$ cat src/rtl/flink_pkg.sv
package flink_pkg;

  localparam int PKT_W  = 104;
  localparam int NUM_CH = 3;
  localparam int CH_WR  = 0;
  localparam int CH_RD  = 1;
  localparam int CH_RR  = 2;

  // packet layout, MSB first: return/upper word, data word, destination,
  // ctrl, size, write, valid
  typedef struct packed {
    logic [31:0] upper;
    logic [31:0] data;
    logic [31:0] dst;
    logic [3:0]  ctrl;
    logic [1:0]  size;
    logic        write;
    logic        valid;
  } pkt_t;

  localparam logic [1:0] SIZE_64 = 2'b11;

endpackage

$ cat src/rtl/flink_rx_deframer.sv
module flink_rx_deframer
  import flink_pkg::*;
#(
  parameter logic [3:0] RR_CTRL = 4'b1111
) (
  input  logic       clk,
  input  logic       rst,
  input  logic       rx_frame,
  input  logic [7:0] rx_byte,
  output logic       pkt_valid,
  output pkt_t       pkt,
  output logic [1:0] pkt_chan
);

  localparam logic [3:0] POS_LAST32 = 4'd9;
  localparam logic [3:0] POS_LAST64 = 4'd13;
  localparam logic [3:0] POS_BURST  = 4'd6;
  localparam logic [3:0] POS_SKIP   = 4'd15;
  localparam logic [31:0] BURST_STEP = 32'd8;

  logic        f1, f2;
  logic [7:0]  b1;
  logic        active;
  logic [3:0]  pos;
  logic [3:0]  ctrl_q;
  logic [31:0] dst_q;
  logic [1:0]  size_q;
  logic        wr_q, vld_q;
  logic [31:0] lo_q, hi_q;

  logic        start;
  logic        is64;
  logic [31:0] lo_now, hi_now;

  assign start  = f1 & ~f2;
  assign is64   = wr_q && (size_q == SIZE_64);
  assign lo_now = {lo_q[23:0], b1};
  assign hi_now = {hi_q[23:0], b1};

  // input capture stage and frame history
  always_ff @(posedge clk) begin
    if (rst) begin
      f1 <= 1'b0;
      f2 <= 1'b0;
      b1 <= '0;
    end else begin
      f1 <= rx_frame;
      f2 <= f1;
      b1 <= rx_byte;
    end
  end

  // byte position tracking and field gathering
  always_ff @(posedge clk) begin
    if (rst) begin
      active <= 1'b0;
      pos    <= '0;
      ctrl_q <= '0;
      dst_q  <= '0;
      size_q <= '0;
      wr_q   <= 1'b0;
      vld_q  <= 1'b0;
      lo_q   <= '0;
      hi_q   <= '0;
    end else if (start) begin
      active <= 1'b1;
      pos    <= 4'd1;
    end else if (!f1) begin
      active <= 1'b0;
      pos    <= '0;
    end else if (active) begin
      case (pos)
        4'd1: begin
          ctrl_q        <= b1[7:4];
          dst_q[31:28]  <= b1[3:0];
          pos           <= pos + 4'd1;
        end
        4'd2: begin
          dst_q[27:20]  <= b1;
          pos           <= pos + 4'd1;
        end
        4'd3: begin
          dst_q[19:12]  <= b1;
          pos           <= pos + 4'd1;
        end
        4'd4: begin
          dst_q[11:4]   <= b1;
          pos           <= pos + 4'd1;
        end
        4'd5: begin
          dst_q[3:0]    <= b1[7:4];
          size_q        <= b1[3:2];
          wr_q          <= b1[1];
          vld_q         <= b1[0];
          pos           <= pos + 4'd1;
        end
        4'd6, 4'd7, 4'd8: begin
          lo_q <= lo_now;
          pos  <= pos + 4'd1;
        end
        POS_LAST32: begin
          lo_q <= lo_now;
          pos  <= is64 ? 4'd10 : POS_SKIP;
        end
        4'd10, 4'd11, 4'd12: begin
          hi_q <= hi_now;
          pos  <= pos + 4'd1;
        end
        POS_LAST64: begin
          hi_q  <= hi_now;
          dst_q <= dst_q + BURST_STEP;
          pos   <= POS_BURST;
        end
        default: pos <= pos;
      endcase
    end
  end

  // packet completion and assembly
  always_comb begin
    pkt_valid = active && f1 && !start &&
                (((pos == POS_LAST32) && !is64) || (pos == POS_LAST64));
    pkt.ctrl  = ctrl_q;
    pkt.dst   = dst_q;
    pkt.size  = size_q;
    pkt.write = wr_q;
    pkt.valid = vld_q;
    if (pos == POS_LAST64) begin
      pkt.data  = lo_q;
      pkt.upper = hi_now;
    end else if (wr_q) begin
      pkt.data  = lo_now;
      pkt.upper = '0;
    end else begin
      pkt.data  = '0;
      pkt.upper = lo_now;
    end
    if (ctrl_q == RR_CTRL)
      pkt_chan = 2'(CH_RR);
    else if (wr_q)
      pkt_chan = 2'(CH_WR);
    else
      pkt_chan = 2'(CH_RD);
  end

  // a completed packet always stems from a byte taken with frame high
  p_pkt_needs_frame_r1: assert property (@(posedge clk) disable iff (rst)
    pkt_valid |-> $past(rx_frame));

  // after a short packet completes, no packet follows until a new frame
  p_no_trailing_pkt_r6: assert property (@(posedge clk) disable iff (rst)
    (pkt_valid && !is64) |=> !pkt_valid);

endmodule

$ cat src/rtl/flink_hold_buf.sv
module flink_hold_buf #(
  parameter int W       = 104,
  parameter int DEPTH   = 2,
  parameter int WAIT_AT = 1
) (
  input  logic         clk,
  input  logic         rst,
  input  logic         push,
  input  logic [W-1:0] push_data,
  output logic         out_access,
  output logic [W-1:0] out_data,
  input  logic         out_wait,
  output logic         near_full,
  output logic         ovf
);

  localparam int AW = (DEPTH > 1) ? $clog2(DEPTH) : 1;
  localparam int CW = $clog2(DEPTH + 1);
  localparam logic [CW-1:0] FULL_CNT = CW'(DEPTH);
  localparam logic [CW-1:0] WAIT_CNT = CW'(WAIT_AT);
  localparam logic [AW-1:0] LAST_PTR = AW'(DEPTH - 1);

  logic [W-1:0]  mem [DEPTH];
  logic [AW-1:0] wptr, rptr;
  logic [CW-1:0] cnt, cnt_next;
  logic          acc_q;
  logic          pop, room, do_push;

  assign pop     = acc_q && !out_wait;
  assign room    = (cnt < FULL_CNT) || pop;
  assign do_push = push && room;

  always_comb begin
    cnt_next = cnt;
    if (do_push && !pop)
      cnt_next = cnt + CW'(1);
    else if (pop && !do_push)
      cnt_next = cnt - CW'(1);
  end

  // storage: written only, read through a registered pointer
  always_ff @(posedge clk) begin
    if (do_push)
      mem[wptr] <= push_data;
  end

  always_ff @(posedge clk) begin
    if (rst) begin
      wptr      <= '0;
      rptr      <= '0;
      cnt       <= '0;
      acc_q     <= 1'b0;
      near_full <= 1'b0;
      ovf       <= 1'b0;
    end else begin
      if (do_push)
        wptr <= (wptr == LAST_PTR) ? '0 : wptr + AW'(1);
      if (pop)
        rptr <= (rptr == LAST_PTR) ? '0 : rptr + AW'(1);
      cnt       <= cnt_next;
      acc_q     <= (cnt_next != '0);
      near_full <= (cnt_next >= WAIT_CNT);
      ovf       <= push && !room;
    end
  end

  assign out_access = acc_q;
  assign out_data   = mem[rptr];

  // a stalled packet stays presented unchanged
  p_hold_stable_r8: assert property (@(posedge clk) disable iff (rst)
    (out_access && out_wait) |=> (out_access && $stable(out_data)));

  // a drop is only reported for a stalled, occupied buffer
  p_no_overflow_r10: assert property (@(posedge clk) disable iff (rst)
    ovf |-> ($past(out_access) && $past(out_wait)));

endmodule

$ cat src/rtl/flink_rx.sv
module flink_rx
  import flink_pkg::*;
#(
  parameter int         BUF_DEPTH = 2,
  parameter int         WAIT_AT   = 1,
  parameter logic [3:0] RR_CTRL   = 4'b1111
) (
  input  logic         clk,
  input  logic         rst,
  input  logic         rx_frame,
  input  logic [7:0]   rx_byte,
  output logic         link_wr_wait,
  output logic         link_rd_wait,
  output logic         wr_access,
  output logic [103:0] wr_packet,
  input  logic         wr_wait,
  output logic         rd_access,
  output logic [103:0] rd_packet,
  input  logic         rd_wait,
  output logic         rr_access,
  output logic [103:0] rr_packet,
  input  logic         rr_wait,
  output logic [2:0]   overflow
);

  logic       pkt_valid;
  pkt_t       pkt;
  logic [1:0] pkt_chan;

  logic [NUM_CH-1:0] ch_push, ch_acc, ch_wait, ch_nf, ch_ovf;
  logic [PKT_W-1:0]  ch_data [NUM_CH];

  flink_rx_deframer #(.RR_CTRL(RR_CTRL)) deframer_i (
    .clk       (clk),
    .rst       (rst),
    .rx_frame  (rx_frame),
    .rx_byte   (rx_byte),
    .pkt_valid (pkt_valid),
    .pkt       (pkt),
    .pkt_chan  (pkt_chan)
  );

  assign ch_wait[CH_WR] = wr_wait;
  assign ch_wait[CH_RD] = rd_wait;
  assign ch_wait[CH_RR] = rr_wait;

  for (genvar g = 0; g < NUM_CH; g++) begin : g_chan
    assign ch_push[g] = pkt_valid && (pkt_chan == 2'(g));
    flink_hold_buf #(
      .W       (PKT_W),
      .DEPTH   (BUF_DEPTH),
      .WAIT_AT (WAIT_AT)
    ) buf_i (
      .clk        (clk),
      .rst        (rst),
      .push       (ch_push[g]),
      .push_data  (pkt),
      .out_access (ch_acc[g]),
      .out_data   (ch_data[g]),
      .out_wait   (ch_wait[g]),
      .near_full  (ch_nf[g]),
      .ovf        (ch_ovf[g])
    );
  end

  // back-pressure toward the sender, write class and read class
  always_ff @(posedge clk) begin
    if (rst) begin
      link_wr_wait <= 1'b0;
      link_rd_wait <= 1'b0;
    end else begin
      link_wr_wait <= ch_nf[CH_WR] | ch_nf[CH_RR];
      link_rd_wait <= ch_nf[CH_RD];
    end
  end

  assign wr_access = ch_acc[CH_WR];
  assign rd_access = ch_acc[CH_RD];
  assign rr_access = ch_acc[CH_RR];
  assign wr_packet = ch_data[CH_WR];
  assign rd_packet = ch_data[CH_RD];
  assign rr_packet = ch_data[CH_RR];
  assign overflow  = ch_ovf;

  // write-class wait only rises when that class has buffered packets
  p_wrwait_source_r9: assert property (@(posedge clk) disable iff (rst)
    $rose(link_wr_wait) |-> $past(wr_access || rr_access));

  // read-class wait only rises when read requests are buffered
  p_rdwait_source_r9: assert property (@(posedge clk) disable iff (rst)
    $rose(link_rd_wait) |-> $past(rd_access));

  // a dropping channel still presents its held packets
  p_ovf_keeps_held_r10: assert property (@(posedge clk) disable iff (rst)
    (overflow != 3'b000) |-> ((overflow & ~{rr_access, rd_access, wr_access}) == 3'b000));

  // at most one channel reports a drop per cycle
  p_single_drop_r7: assert property (@(posedge clk) disable iff (rst)
    $onehot0(overflow));

endmodule

$ cat config.mk
export PLATFORM = sky130hd
export DESIGN_NAME = flink_rx
export DESIGN_NICKNAME = d
export VERILOG_FILES = /design/src/rtl/flink_pkg.sv /design/src/rtl/flink_rx_deframer.sv /design/src/rtl/flink_hold_buf.sv /design/src/rtl/flink_rx.sv
export SDC_FILE = /design/constraint.sdc
export NUM_CORES = 1
export LEC_CHECK = 0
export BUFFER_PORTS_ARGS = -buffer_cell sky130_fd_sc_hd__buf_2
export CAP_MARGIN = 20
export CORE_ASPECT_RATIO = 1.2
export CORE_MARGIN = 10
export CORE_UTILIZATION = 45
export DETAILED_ROUTE_END_ITERATION = 10
export PLACE_DENSITY_LB_ADDON = 0.08
export SETUP_SLACK_MARGIN = 0.5
export SYNTH_ARGS = -nofsm -noshare
export SYNTH_HDL_FRONTEND = slang
export SYNTH_HIERARCHICAL = 1
export SYNTH_SLANG_ARGS = --single-unit
export TNS_END_PERCENT = 10
$ cat constraint.sdc
create_clock -name clk -period 10.5 [get_ports clk]
set_input_delay 1.575 -clock clk [delete_from_list [all_inputs] [get_ports clk]]
set_output_delay 1.575 -clock clk [all_outputs]
set_load 0.005 [all_outputs]
==> metrics.md <==
| Metric | Value |
|---|---|
| Crit path DAT | 3.14 ns |
| Clk_lat worst skew | 0.61 ns |
| Area grow syn2layout | 15.9% |
| Power per Cell Area | 171 nW/um2 |
| RSZ-0062 raised after global routing | false |
| CTS tree | built |
| Largest net degree at the start of global routing | 84 |
| Die Y | 304 um |
| Min cycle time layout | 4.72 ns |
| Cell Chain, Critical Path | buf_4, mux2_2, buf_2 |
| Setup violators final | 0 |
| Slowest library cell on the worst path | dfxtp_4 |
| Clock Sinks | 758 |
| Crit path largest cell delay | 1.05 ns |
| Syn Nets | 1,869 |
| Port bufs | 333 |
| Initial antenna violation count | 1 |
| Post-DP HPWL | 52,200 um |
| CTS resizes | 0 |
| Num rows | 104 |
| Hold Buf Count CTS | 0 |
| Post-synth cell types | 71 |
| Detail-routed via count per cell | 5.30 |
| Crit path buf inv count | 2 |
| LEAKAGE | 12.8 nW |
| Status | finished, final reports clean |
| Gr ovfl total | 0 |
| Flops & latches, synth | 758 |
| Io pins | 334 |
| CTS H-tree depth | 3 |
| Initial DRC count | 1,146 |
| Worst-Margin Slew | 1.12 ns |
| Vias | 16,600 |
| First-pass GRT wire length | 116,000 um |
| Mapped Area | 30,300 um2 |
| Final Max Slew Viols | 0 |
| VDD IR max | 0.000106 V |
| Fin Hold WS | 0.494 ns |
| Max Clock Freq | 212 MHz |
| Asr flop ratio synth | 0% |
| DR WL/cell | 25.0 um |
| Hold Violations, Final | 0 |
| HP Class | register to register |
| Synth warnings | 6 |
| EDFF count, synth | 624 |
| Share of layout cells above drive strength 1 | 36.1% |
| Placed Cells | 2,998 |
| Place WS | 6.18 ns |
| Die area | 78,200 um2 |
| Post-route setup slack | 5.78 ns |
| Reg clk slew, reported paths | 0.06 ns |
| Synth Area in Compound Gates | 2.75% |
| Worst slew margin | 25.5% |
| Post-synthesis sequential area ratio | 70.7% |
| Starting density of the core | 45.3% |
| Main combinational cell family by area after synthesis | multiplexers |
| Synth Area in Adders | 0.206% |
| GPL Wtd Cong | 0.808 |
| Core area | 66,900 um2 |
| CP top delay family | flip-flops |
| TNS Setup | 0 ns |
| Remaining antenna violation count | 0 |
| Capturing element type of the critical path | output port |
| Post-Layout Cell Count | 3,139 |
| Worst Clk Skew | 0.0215 ns |
| CTS Buf Count | 77 |
| Die Span X | 257 um |
| Syn Area/Cell | 16.4 um2 |
| Worst EP required | 8.93 ns |
| DRC violation count after routing | 0 |
| Xor and xnor fraction of the mapped netlist area | 0.202% |
| CP Max Fanout | 56 |
| CP Class | register to output port |
| Gate Count Post-Synth | 1,850 |
| Startpoint type of the worst setup path | register |
| Final Core Density | 52.5% |
| Final #Nets | 2,196 |
| Synth Area in Simple Gates | 7.19% |
| Root Buffer | clkbuf_16 |
| Drt first pass iters | 5 |
| Clk buf depth | 3 |
| Ant. Diodes | 0 |
| Post-synthesis mux area share | 16.7% |
| Vias in the first global route | 17,000 |
| FILL cells | 5,589 |
| Final wirelength | 78,400 um |
| Max-cap viol count | 0 |
| Post-CTS setup buffers | 0 |
| Final period util | 44.9% |
| GRT Total Usage | 19.7% |
| Post-synth top flop | edfxtp_1 |
==> metrics by stage <==
step           total power [mW]  area (um2)
2_1_floorplan              3.36       30300
3_3_place_gp               3.40       32600
3_5_place_dp               3.40       32700
4_1_cts                    6.06       35100
5_1_grt                    6.20       35100
6_report                   6.00       35100
==> registers in the layout (all words and copies together) (netlist names), named ones only <==
name                    count
deframer_i/ctrl_q           4
deframer_i/f2               1
deframer_i/pos              4
g_chan.buf_i/cnt            6
deframer_i/wr_q             1
link_wr_wait                1
g_chan.buf_i/ovf            3
deframer_i/b1               8
deframer_i/size_q           2
deframer_i/hi_q            24
deframer_i/lo_q            32
g_chan.buf_i/wptr           3
deframer_i/dst_q           32
deframer_i/f1               1
link_rd_wait                1
deframer_i/vld_q            1
deframer_i/active           1
g_chan.buf_i/near_full      3
g_chan.buf_i/mem          624
g_chan.buf_i/rptr           3
==> final timing paths <==
check | startpoint | to | slack, ns | cells past startpoint
worst min-delay path | deframer_i/hi_q[16] | deframer_i/hi_q[16] | 0.49 | 2
worst max register to register | deframer_i/pos[0] | g_chan[0].buf_i/mem[1][18] | 6.49 | 6
worst max-delay path | register | wr_packet[64] | 5.78 | 3
worst min register to register | deframer_i/hi_q[16] | deframer_i/hi_q[16] | 0.49 | 2
==> tightest hold or removal path, delay by kind of cell (launching register included) <==
| kind | cells | cell delay, ns |
|---|---|---|
| flops | 1 | 0.32 |
| simple gates | 1 | 0.07 |
| mux | 1 | 0.07 |
==> logic make-up after synthesis <==
family                   after synthesis
AO/OA/AOI/OAI                        123
XOR/XNOR                               7
adder cells (fa/ha/maj)                5
buffers and inverters                114
flip-flops                           758
multiplexers                         396
AND/OR/NAND/NOR                      447
==> where the power goes <==
| group | internal (mW) | switching (mW) |
|---|---|---|
| Combinational | 0.0504 | 0.0582 |
| Sequential | 3.21 | 0.0144 |
| Clock | 1.54 | 1.12 |
==> Yosys cell counts, drive strengths merged (3+ instances only) <==
library cell / number / area (um2)
clkbuf: 29 / 109
nand4: 14 / 87.6
nor3b: 3 / 32.5
o32ai: 4 / 35.0
nor2b: 21 / 131
nand2: 145 / 544
o21ai: 22 / 110
a21boi: 3 / 30.0
mux2i: 74 / 741
a31oi: 12 / 75.1
inv: 9 / 33.8
ha: 5 / 62.6
xor2: 7 / 61.3
nand3b: 27 / 203
a21o: 6 / 45.0
a311oi: 3 / 26.3
nor4: 4 / 25.0
mux2: 322 / 4310
and3: 14 / 87.6
a21oi: 35 / 190
or3: 4 / 25.0
nor3: 8 / 51.3
a2bb2oi: 3 / 26.3
o31ai: 4 / 30.0
o21a: 4 / 30.0
nor2: 114 / 428
dfxtp: 134 / 2680
and2: 17 / 106
nand3: 53 / 265
o22ai: 3 / 18.8
edfxtp: 624 / 18700
and4: 6 / 55.1
buf: 76 / 558
nand2b: 8 / 57.6
==> routing by layer <==
metal  wire [um]  track usage (%)
met5           0                0
met4        1530             5.11
met3        3160             3.26
met2       43400             36.8
met1       30300             22.8
==> cell type report <==
type                       count  area, um2  area share [%]
sequential                   758      21400            61.0
multi-input combinational    978       8240            23.5
clock buffer                  98       2100            5.98
timing repair buffer         353       1840            5.25
tap                          901       1130            3.21
clock inverter                42        335           0.955
inverter                       9       33.8          0.0962
==> placed cells by master (no fill, tap or decap), types with 52 or more instances in the layout <==
| cell | n |
|---|---|
| nand3_1 | 52 |
| mux2_4 | 183 |
| nand2_1 | 144 |
| buf_2 | 332 |
| nor2_1 | 114 |
| dfxtp_1 | 130 |
| clkbuf_16 | 81 |
| mux2_2 | 139 |
| edfxtp_1 | 624 |
| mux2i_1 | 74 |
(Power assumes the default switching activity.)
